[config.mk]
export PLATFORM = sky130hd
export DESIGN_NAME = tdp_tx_poller
export DESIGN_NICKNAME = d
export VERILOG_FILES = /design/src/rtl/tdp_pkg.sv /design/src/rtl/tdp_rst_sync.sv /design/src/rtl/tdp_ring_index.sv /design/src/rtl/tdp_frame_len.sv /design/src/rtl/tdp_tx_poller.sv
export SDC_FILE = /design/constraint.sdc
export NUM_CORES = 1
export LEC_CHECK = 0
export BUFFER_PORTS_ARGS = -buffer_cell sky130_fd_sc_hd__buf_2
export CORE_ASPECT_RATIO = 0.5
export CORE_MARGIN = 2
export CORE_UTILIZATION = 38
export CTS_CLUSTER_SIZE = 25
export DETAILED_ROUTE_END_ITERATION = 10
export GPL_ROUTABILITY_DRIVEN = 0
export GPL_TIMING_DRIVEN = 1
export PLACE_DENSITY = 0.55
export RECOVER_POWER = 25
export SLEW_MARGIN = 0
export SYNTH_ARGS = -nofsm -noshare
export SYNTH_HDL_FRONTEND = slang
export SYNTH_SLANG_ARGS = --single-unit
[constraint.sdc]
create_clock -name clk -period 10.84 [get_ports clk]
set_input_delay 2.71 -clock clk [delete_from_list [all_inputs] [get_ports clk]]
set_output_delay 2.71 -clock clk [all_outputs]
set_load 0.02 [all_outputs]
[src/rtl/tdp_pkg.sv]
package tdp_pkg;

  localparam int DW          = 16;
  localparam int BA_W        = 24;
  localparam int AW          = BA_W - 1;
  localparam int LEN_W       = 13;
  localparam int CNT_FIELD_W = 12;

  localparam int OWN_B   = 15;
  localparam int MULTI_B = 12;
  localparam int ONE_B   = 11;
  localparam int DEFER_B = 10;
  localparam int STP_B   = 9;
  localparam int ENP_B   = 8;

  typedef enum logic [1:0] {
    WD_ADDR_LO = 2'd0,
    WD_STATUS  = 2'd1,
    WD_COUNT   = 2'd2,
    WD_ERR     = 2'd3
  } word_sel_e;

  typedef enum logic [3:0] {
    ST_IDLE,
    ST_FETCH,
    ST_CHKST,
    ST_GETLO,
    ST_GETCNT,
    ST_BREQ,
    ST_BOUT,
    ST_PAD,
    ST_CLRERR,
    ST_RELEASE,
    ST_NOTIFY
  } poll_state_e;

endpackage

[src/rtl/tdp_rst_sync.sv]
module tdp_rst_sync #(
  parameter int STAGES = 2
) (
  input  logic clk,
  input  logic rst_n,
  output logic rst_n_sync
);

  logic [STAGES-1:0] pipe_q;

  always_ff @(posedge clk or negedge rst_n) begin
    if (!rst_n) begin
      pipe_q <= '0;
    end else begin
      pipe_q <= {pipe_q[STAGES-2:0], 1'b1};
    end
  end

  assign rst_n_sync = pipe_q[STAGES-1];

endmodule

[src/rtl/tdp_ring_index.sv]
module tdp_ring_index #(
  parameter int RING_LOG = 4
) (
  input  logic                clk,
  input  logic                rst_n,
  input  logic                adv,
  output logic [RING_LOG-1:0] idx
);

  logic [RING_LOG-1:0] idx_q;
  logic [RING_LOG-1:0] idx_d;

  // wraps by width: ring size is a power of two
  always_comb begin
    idx_d = idx_q + 1'b1;
  end

  always_ff @(posedge clk or negedge rst_n) begin
    if (!rst_n) begin
      idx_q <= '0;
    end else if (adv) begin
      idx_q <= idx_d;
    end
  end

  assign idx = idx_q;

endmodule

[src/rtl/tdp_frame_len.sv]
module tdp_frame_len
  import tdp_pkg::*;
#(
  parameter int MIN_LEN = 60
) (
  input  logic [CNT_FIELD_W-1:0] cnt_field,
  input  logic                   pad_en,
  output logic [LEN_W-1:0]       data_len,
  output logic [LEN_W-1:0]       frame_len
);

  localparam logic [LEN_W-1:0] MIN_L = LEN_W'(MIN_LEN);
  localparam logic [LEN_W-1:0] SPAN  = LEN_W'(1 << CNT_FIELD_W);

  always_comb begin
    data_len  = SPAN - {1'b0, cnt_field};
    frame_len = (pad_en && (data_len < MIN_L)) ? MIN_L : data_len;
  end

endmodule

[src/rtl/tdp_tx_poller.sv]
module tdp_tx_poller
  import tdp_pkg::*;
#(
  parameter int RING_LOG = 4,
  parameter int MIN_LEN  = 60
) (
  input  logic            clk,
  input  logic            rst_n,
  input  logic            tx_demand,
  input  logic            pad_en,
  input  logic [AW-1:0]   ring_base,
  input  logic            st_defer,
  input  logic            st_one_retry,
  input  logic            st_multi_retry,
  output logic            mem_req,
  output logic            mem_we,
  output logic [AW-1:0]   mem_addr,
  output logic [DW-1:0]   mem_wdata,
  input  logic [DW-1:0]   mem_rdata,
  output logic            tx_valid,
  output logic [7:0]      tx_data,
  output logic            tx_last,
  output logic            tx_int
);

  localparam int OFS_W = RING_LOG + 2;

  // reset: asserted asynchronously, released on the clock
  logic rst_n_s;

  tdp_rst_sync #(.STAGES(2)) u_rst_sync (
    .clk        (clk),
    .rst_n      (rst_n),
    .rst_n_sync (rst_n_s)
  );

  // state
  poll_state_e      state_q, state_d;
  logic             pend_q, pend_d;
  logic [7:0]       addr_hi_q;
  logic [15:0]      addr_lo_q;
  logic [LEN_W-1:0] cnt_q, cnt_d;
  logic [LEN_W-1:0] dlen_q, flen_q;
  logic             sel_q;

  // control strobes
  logic             ld_hi, ld_lo, ld_len, cnt_en, use_buf, adv;
  word_sel_e        wsel;
  logic [RING_LOG-1:0] idx;
  logic [LEN_W-1:0] dec_dlen, dec_flen;
  logic [LEN_W-1:0] rd_off;
  logic [BA_W-1:0]  buf_ba;
  logic [OFS_W-1:0] desc_ofs;
  logic [AW-1:0]    desc_addr;
  logic             eligible;
  logic             last_byte;
  logic             more_data;
  logic [DW-1:0]    wb_status;

  tdp_ring_index #(.RING_LOG(RING_LOG)) u_ring_index (
    .clk   (clk),
    .rst_n (rst_n_s),
    .adv   (adv),
    .idx   (idx)
  );

  tdp_frame_len #(.MIN_LEN(MIN_LEN)) u_frame_len (
    .cnt_field (mem_rdata[CNT_FIELD_W-1:0]),
    .pad_en    (pad_en),
    .data_len  (dec_dlen),
    .frame_len (dec_flen)
  );

  // address generation
  always_comb begin
    rd_off = (state_q == ST_BOUT) ? (cnt_q + 1'b1) : cnt_q;
  end

  assign buf_ba    = {addr_hi_q, addr_lo_q} + BA_W'(rd_off);
  assign desc_ofs  = {idx, wsel};
  assign desc_addr = ring_base + AW'(desc_ofs);
  assign mem_addr  = use_buf ? buf_ba[BA_W-1:1] : desc_addr;

  assign eligible  = mem_rdata[OWN_B] & mem_rdata[STP_B] & mem_rdata[ENP_B];
  assign last_byte = (cnt_q == (flen_q - 1'b1));
  assign more_data = ((cnt_q + 1'b1) < dlen_q);

  always_comb begin
    wb_status             = '0;
    wb_status[7:0]        = addr_hi_q;
    wb_status[ENP_B]      = 1'b1;
    wb_status[STP_B]      = 1'b1;
    wb_status[DEFER_B]    = st_defer;
    wb_status[ONE_B]      = st_one_retry;
    wb_status[MULTI_B]    = st_multi_retry;
  end

  // next-state logic
  always_comb begin
    state_d   = state_q;
    pend_d    = pend_q | (tx_demand & (state_q != ST_IDLE));
    cnt_d     = cnt_q;
    ld_hi     = 1'b0;
    ld_lo     = 1'b0;
    ld_len    = 1'b0;
    cnt_en    = 1'b0;
    use_buf   = 1'b0;
    adv       = 1'b0;
    wsel      = WD_STATUS;
    mem_req   = 1'b0;
    mem_we    = 1'b0;
    mem_wdata = '0;
    tx_valid  = 1'b0;
    tx_data   = '0;
    tx_last   = 1'b0;
    tx_int    = 1'b0;

    case (state_q)
      ST_IDLE: begin
        if (tx_demand) begin
          state_d = ST_FETCH;
          pend_d  = 1'b0;
        end
      end

      ST_FETCH: begin
        mem_req = 1'b1;
        wsel    = WD_STATUS;
        state_d = ST_CHKST;
      end

      ST_CHKST: begin
        if (eligible) begin
          ld_hi   = 1'b1;
          mem_req = 1'b1;
          wsel    = WD_ADDR_LO;
          state_d = ST_GETLO;
        end else begin
          pend_d  = 1'b0;
          state_d = (pend_q || tx_demand) ? ST_FETCH : ST_IDLE;
        end
      end

      ST_GETLO: begin
        ld_lo   = 1'b1;
        mem_req = 1'b1;
        wsel    = WD_COUNT;
        state_d = ST_GETCNT;
      end

      ST_GETCNT: begin
        ld_len  = 1'b1;
        cnt_en  = 1'b1;
        cnt_d   = '0;
        state_d = ST_BREQ;
      end

      ST_BREQ: begin
        mem_req = 1'b1;
        use_buf = 1'b1;
        state_d = ST_BOUT;
      end

      ST_BOUT: begin
        tx_valid = 1'b1;
        tx_data  = sel_q ? mem_rdata[15:8] : mem_rdata[7:0];
        tx_last  = last_byte;
        cnt_en   = 1'b1;
        cnt_d    = cnt_q + 1'b1;
        if (last_byte) begin
          state_d = ST_CLRERR;
        end else if (more_data) begin
          mem_req = 1'b1;
          use_buf = 1'b1;
        end else begin
          state_d = ST_PAD;
        end
      end

      ST_PAD: begin
        tx_valid = 1'b1;
        tx_last  = last_byte;
        cnt_en   = 1'b1;
        cnt_d    = cnt_q + 1'b1;
        if (last_byte) begin
          state_d = ST_CLRERR;
        end
      end

      ST_CLRERR: begin
        mem_req   = 1'b1;
        mem_we    = 1'b1;
        wsel      = WD_ERR;
        mem_wdata = '0;
        state_d   = ST_RELEASE;
      end

      ST_RELEASE: begin
        mem_req   = 1'b1;
        mem_we    = 1'b1;
        wsel      = WD_STATUS;
        mem_wdata = wb_status;
        state_d   = ST_NOTIFY;
      end

      ST_NOTIFY: begin
        tx_int  = 1'b1;
        adv     = 1'b1;
        state_d = ST_FETCH;
      end

      default: begin
        state_d = ST_IDLE;
        pend_d  = 1'b0;
      end
    endcase
  end

  // registers
  always_ff @(posedge clk or negedge rst_n_s) begin
    if (!rst_n_s) begin
      state_q   <= ST_IDLE;
      pend_q    <= 1'b0;
      addr_hi_q <= '0;
      addr_lo_q <= '0;
      cnt_q     <= '0;
      dlen_q    <= '0;
      flen_q    <= '0;
      sel_q     <= 1'b0;
    end else begin
      state_q <= state_d;
      pend_q  <= pend_d;
      if (ld_hi) begin
        addr_hi_q <= mem_rdata[7:0];
      end
      if (ld_lo) begin
        addr_lo_q <= mem_rdata;
      end
      if (ld_len) begin
        dlen_q <= dec_dlen;
        flen_q <= dec_flen;
      end
      if (cnt_en) begin
        cnt_q <= cnt_d;
      end
      if (use_buf) begin
        sel_q <= buf_ba[0];
      end
    end
  end

endmodule

After elaboration in Yosys (flattened, before gate mapping) --
Cells that the tools add are included. Widths: inputs -> output; s select.
Storage, ports and cells: ROM bits 0, bits in latches 0, output and inout bits 52, RAM bits 0, memories kept 0, flip-flop bits (word level) 75
Cells by class: add/subtract/negate cells 6, reduce and logical (&&, ||, !) cells 12, bitwise logic cells 4, multiplexer cells 32, equality and inequality tests 14, $mul 0, shifts and indexed selects 0, div/mod/pow operators 0, $lt $le $gt $ge 2
Operators with widths (count):
- $pmux 4 s11 | 1
- $mux 13 | 3
- $pmux 13 s2 | 1
- $add 24x13->24 | 1
- $add 23x6->23 | 1
- $mux 23 | 1
- $eq 4x3->1 const B | 4
- $mux 4 | 4
- $mux 8 | 2
- $mux 1 | 15
- $add 13x1->13 const B | 1
- $eq 13x13->1 | 1
- $lt 13x13->1 | 1
- $lt 13x6->1 const B | 1
- $sub 13x1->13 const B | 1
- $sub 13x12->13 const A | 1
- $eq 4x4->1 const B | 3
- $reduce_or 9->1 | 1
- $eq 4x2->1 const B | 2
- $pmux 1 s3 | 2
- $pmux 2 s3 | 1
- $reduce_or 5->1 | 1
- $add 4x1->4 const B | 1
- $eq 4x1->1 const B | 1
- other kinds (15) | 19

Depth between registers and ports, before layout --
word-level depth 6, mapped depth 16, depth with buffers taken out 15

Cells and area by module --
From an unflattened synthesis, not the netlist that was laid out.
Second synthesis, totals: cell total of the unflattened synthesis 772, area total of the unflattened synthesis 6658.9 sq um
By module, submodules not included:
- tdp_tx_poller | area each 5960.7 sq um, times used 1, cells an instance 693, seq. area each 1726.7 sq um
- tdp_frame_len | area each 484.2 sq um, times used 1, cells an instance 65, seq. area each 0.0 sq um
- tdp_ring_index | area each 160.2 sq um, times used 1, cells an instance 11, seq. area each 100.1 sq um
- tdp_rst_sync | area each 53.8 sq um, times used 1, cells an instance 3, seq. area each 50.0 sq um

Least setup slack after synthesis --
OpenSTA, ideal clock, no wires.
path type in2out, from in mem_rdata[8], to out mem_addr[18], path buffers 2, arrival 5733 ps, cell stages on the path 14, required time 8130 ps, slack 2397 ps, cells stage by stage clkbuf_1 nand3_1 or4_1 clkbuf_1 nor2b_1 ha_1 fa_1 a21oi_1 o21ai_0 o31ai_1 nor3_1 nand4_1 xor2_1 mux2i_1
On the way: cells in the longest elaborated chain, start to end 5
Ends and longest elaborated chain:
- start: declaration | line tdp_tx_poller.sv:19 | input logic [DW-1:0] mem_rdata,
- $and 1x1->1 | line tdp_tx_poller.sv:84 | assign eligible = mem_rdata[OWN_B] & mem_rdata[STP_B] & mem_rdata[ENP_B];
- $mux 1 | line tdp_tx_poller.sv:133 | if (eligible) begin
- $pmux 2 s3 | line tdp_tx_poller.sv:118 | case (state_q)
- $add 23x6->23 | line tdp_tx_poller.sv:81 | assign desc_addr = ring_base + AW'(desc_ofs);
- $mux 23 | line tdp_tx_poller.sv:82 | assign mem_addr = use_buf ? buf_ba[BA_W-1:1] : desc_addr;
- end: declaration | line tdp_tx_poller.sv:17 | output logic [AW-1:0] mem_addr,
Every way passes these cells.

Worst setup path after layout --
from in mem_rdata[8], to out mem_addr[20]
The elaborated chain is that of the path after synthesis.

==> run metrics <==
max cap viols=1; Buffers & Inverters on Critical Path=2; clock sink count=75; Synth Register Bits=75; setup violators final=0; Die ar.=17900 um2; post-CTS sizing=0; Pleak=3.51 nW; Max IR drop VDD=slightly below 0.00008 V; crit-path cells=buf_2 -> nand3_1 -> or4_1 -> nor2b_1 -> ha_1 -> fa_1 -> a21oi_1 -> o21ai_0 -> o31ai_1 -> nor3_1 -> nand3_1 -> xor2_1 -> mux2i_1 -> buf_2; Via density=5.38; First DRT Iteration DRCs=337; Post-CTS Setup Bufs=0; status=finished, violations left; setup slack at placement=roughly 2.0 ns; Synth cell types=64; asr flop ratio synth=100%; Period minus WS final=just under 9 ns; DRC=0; chip width=~190 um; core footprint=16400 um2; drt wl/cell=~17 um; warnings from Yosys=0; synth-to-layout area growth=14.7%; critical setup path kind=in2out; RSZ-0062 raised after global routing=false; First-pass DRT Iterations=4; worst skew pair latency=0.34 ns; gr ovfl total=0; Post-DP HPWL=13900 um; antenna violations before repair=0; Max Clock Skew=0.00627 ns; CP Launch Type=input pin; failing checks=capacitance limit, slew limit; Port Buffer Count=94; antenna violation net count after detailed routing=0; worst slew pin tran=4.03 ns; CP endpoint=mem_addr[20]; top cell type by total area after synthesis=dfrtp_1; Worst R2R Setup Slack=a little under 6 ns; CP startpoint=mem_rdata[8]; most frequent cell after synthesis=dfrtp_1; root buffer cell=clkbuf_16; worst r2r src=cnt_q[0]; Worst slew margin=-168%; largest stage delay on the critical path=roughly 0.69 ns; clk buf depth=2; Max Clock Freq=113 MHz; Routed WL=roughly 18000 um; Tcrit/Tclk final=about four fifths; Commonest cells post-synth=75 x dfrtp_1, 65 x nand2_1, 57 x nor2_1; worst-path fanout max=13; Synth Instances=742; Critical Path Slowest Stage Cell=or4_1; Synth top area share=approximately 30%; Die Height=about 96 um; sequential-to-total area share from yosys stat=29.4%; reg-to-reg endpoint=sel_q; via count=5603; GRT Total Usage=20.6%; Final TNS setup=0 ns; worst hold path type=reg2reg; setup ws final=1.97 ns; Initial Utilization=39.0%; Worst-path clk slew=0.06 ns; synth top area cells=dfrtp_1 29%, xnor2_1 7.4%, ha_1 7.1%; number of diodes=0; R2R cell count=14; Slew Limit Fails=between 70 and 80; Worst EP required=8.13 ns; Power Density=223 nW/um2; CP top delay family=simple AND/OR/NAND/NOR gates; vias in the first global route=around 5200; Synth Cell Area=6390 um2; number of flops mapped to enable cells by yosys=0; cell depth of the worst setup path=14; total CTS buffers=9; TritonCTS clock tree=yes; largest net degree at the start of global routing=74; first-pass GRT wire length=28500 um; layout cells sized above 1=approximately 18%; CP Capture Type=output port; Ports=98; # rows=33; final hold violations=0; WP data arrival=6.16 ns; H-tree Lvls=3; cts-stage hold buffer count=0; Avg Inst Size Synth=between 8 and 9 um2; dominant synthesized flop cell=dfrtp_1; Final #Nets=894
==> cell families (layout without fill, tap and decap cells) <==
family                   Yosys count  count (layout)  share of synthesized area [%]
flip-flops                        75              75                           29.4
XOR/XNOR                          90              90                           12.3
buffers and inverters             70             141                           4.64
multiplexers                      53              53                           8.81
adder cells (fa/ha/maj)           38              38                           7.68
AND/OR/NAND/NOR                  266             266                           21.6
AO/OA/AOI/OAI                    148             148                           15.4
other                              2               4                          0.118
==> power by group <==
| part | leakage [nW] | internal [W] | switching, W |
|---|---|---|---|
| registers | 0.959 | 0.000357 | 0.000104 |
| logic | 2.38 | 0.000351 | 0.000477 |
| clock network | 0.168 | 0.000227 | 0.000121 |
==> how the worst min path moves through the flow <==
| stage | start | endpoint | slack, ns | depth (start not counted) |
|---|---|---|---|---|
| after detailed placement | u_rst_sync.pipe_q[0] | u_rst_sync.pipe_q[1] | 0.34 | 0 |
| after global routing | u_rst_sync.pipe_q[0] | u_rst_sync.pipe_q[1] | 0.37 | 0 |
| after floorplan | u_rst_sync.pipe_q[0] | u_rst_sync.pipe_q[1] | 0.33 | 0 |
| after global placement | u_rst_sync.pipe_q[0] | u_rst_sync.pipe_q[1] | 0.34 | 0 |
| final | u_rst_sync.pipe_q[0] | u_rst_sync.pipe_q[1] | 0.35 | 0 |
| after CTS | u_rst_sync.pipe_q[0] | u_rst_sync.pipe_q[1] | 0.36 | 0 |
==> layer usage <==
| metal | vias to the layer above | part of all wire, % | global-route usage (%) | wire [um] |
|---|---|---|---|---|
| li1 | 2766 | - | - | - |
| met1 | 2700 | 51 | 29.2 | 9280 |
| met2 | 126 | 43 | 33.0 | 7730 |
| met3 | 11 | 4.9 | 3.94 | 889 |
| met4 | 0 | 0.70 | 3.97 | 126 |
| met5 | - | 0 | 0 | 0 |
==> layout make-up <==
| type | count | area, um2 |
|---|---|---|
| Fill cell | 1635 | 9060 |
| Multi-Input combinational cell | 599 | 4230 |
| Sequential cell | 75 | 1880 |
| Timing Repair Buffer | 96 | 482 |
| Tap cell | 227 | 284 |
| Clock buffer | 13 | 280 |
| Inverter | 29 | 109 |
| Clock inverter | 3 | 67.6 |
==> sequential cells by signal (all words and copies together), names as in the netlist <==
register,count
sel_q,1
cnt_q,13
u_rst_sync.pipe_q,2
pend_q,1
flen_q,13
dlen_q,13
addr_hi_q,8
u_ring_index.idx,4
addr_lo_q,16
state_q,4
==> worst reg2reg max path, stage by stage, from the launching register on <==
cell      delay [ns]
dfrtp_1         0.51
ha_1            0.33
nand3_1         0.17
nor2_1          0.33
nand3_1         0.28
nor2_1          0.19
xor2_1          0.22
ha_1            0.29
a21o_1          0.16
a21o_1          0.17
a211oi_1        0.40
nand4_1         0.19
and2_1          0.29
o21ai_4         0.81
mux2_1          0.41
==> layout by cell type, fill, tap and decap left out, types with 9 or more instances in the layout <==
| master | netlist | routed |
|---|---|---|
| mux2_2 | 22 | 22 |
| nand3_1 | 25 | 25 |
| nand2_1 | 65 | 65 |
| clkbuf_16 | 0 | 9 |
| and2_1 | 18 | 18 |
| xor2_1 | 36 | 36 |
| inv_1 | 29 | 29 |
| nand2b_1 | 11 | 11 |
| mux2i_1 | 27 | 27 |
| dfrtp_1 | 75 | 74 |
| nor3_1 | 12 | 11 |
| nor2_1 | 57 | 57 |
| buf_2 | 0 | 94 |
| and3_1 | 11 | 11 |
| a21o_1 | 15 | 15 |
| ha_1 | 36 | 36 |
| xnor2_1 | 54 | 54 |
| o21ai_0 | 40 | 40 |
| nand4_1 | 12 | 12 |
| a21oi_1 | 27 | 27 |
==> per-stage QoR <==
| stage | instance area, um2 | hold slack [ns] | power [W] | util [%] | instances |
|---|---|---|---|---|---|
| final | 7330 | 0.354 | 0.00164 | 44.7 | 1042 |
| after global routing | 7330 | 0.369 | 0.00176 | 44.7 | 1042 |
| after CTS | 7330 | 0.357 | 0.00165 | 44.7 | 1042 |
| after detailed placement | 6980 | 0.343 | 0.00129 | 42.6 | 1026 |
| after global placement | 6980 | 0.336 | 0.00128 | 42.6 | 1026 |
| after floorplan | 6390 | 0.331 | 0.00108 | - | 744 |
Note: power is estimated with default switching activity, not from simulation.
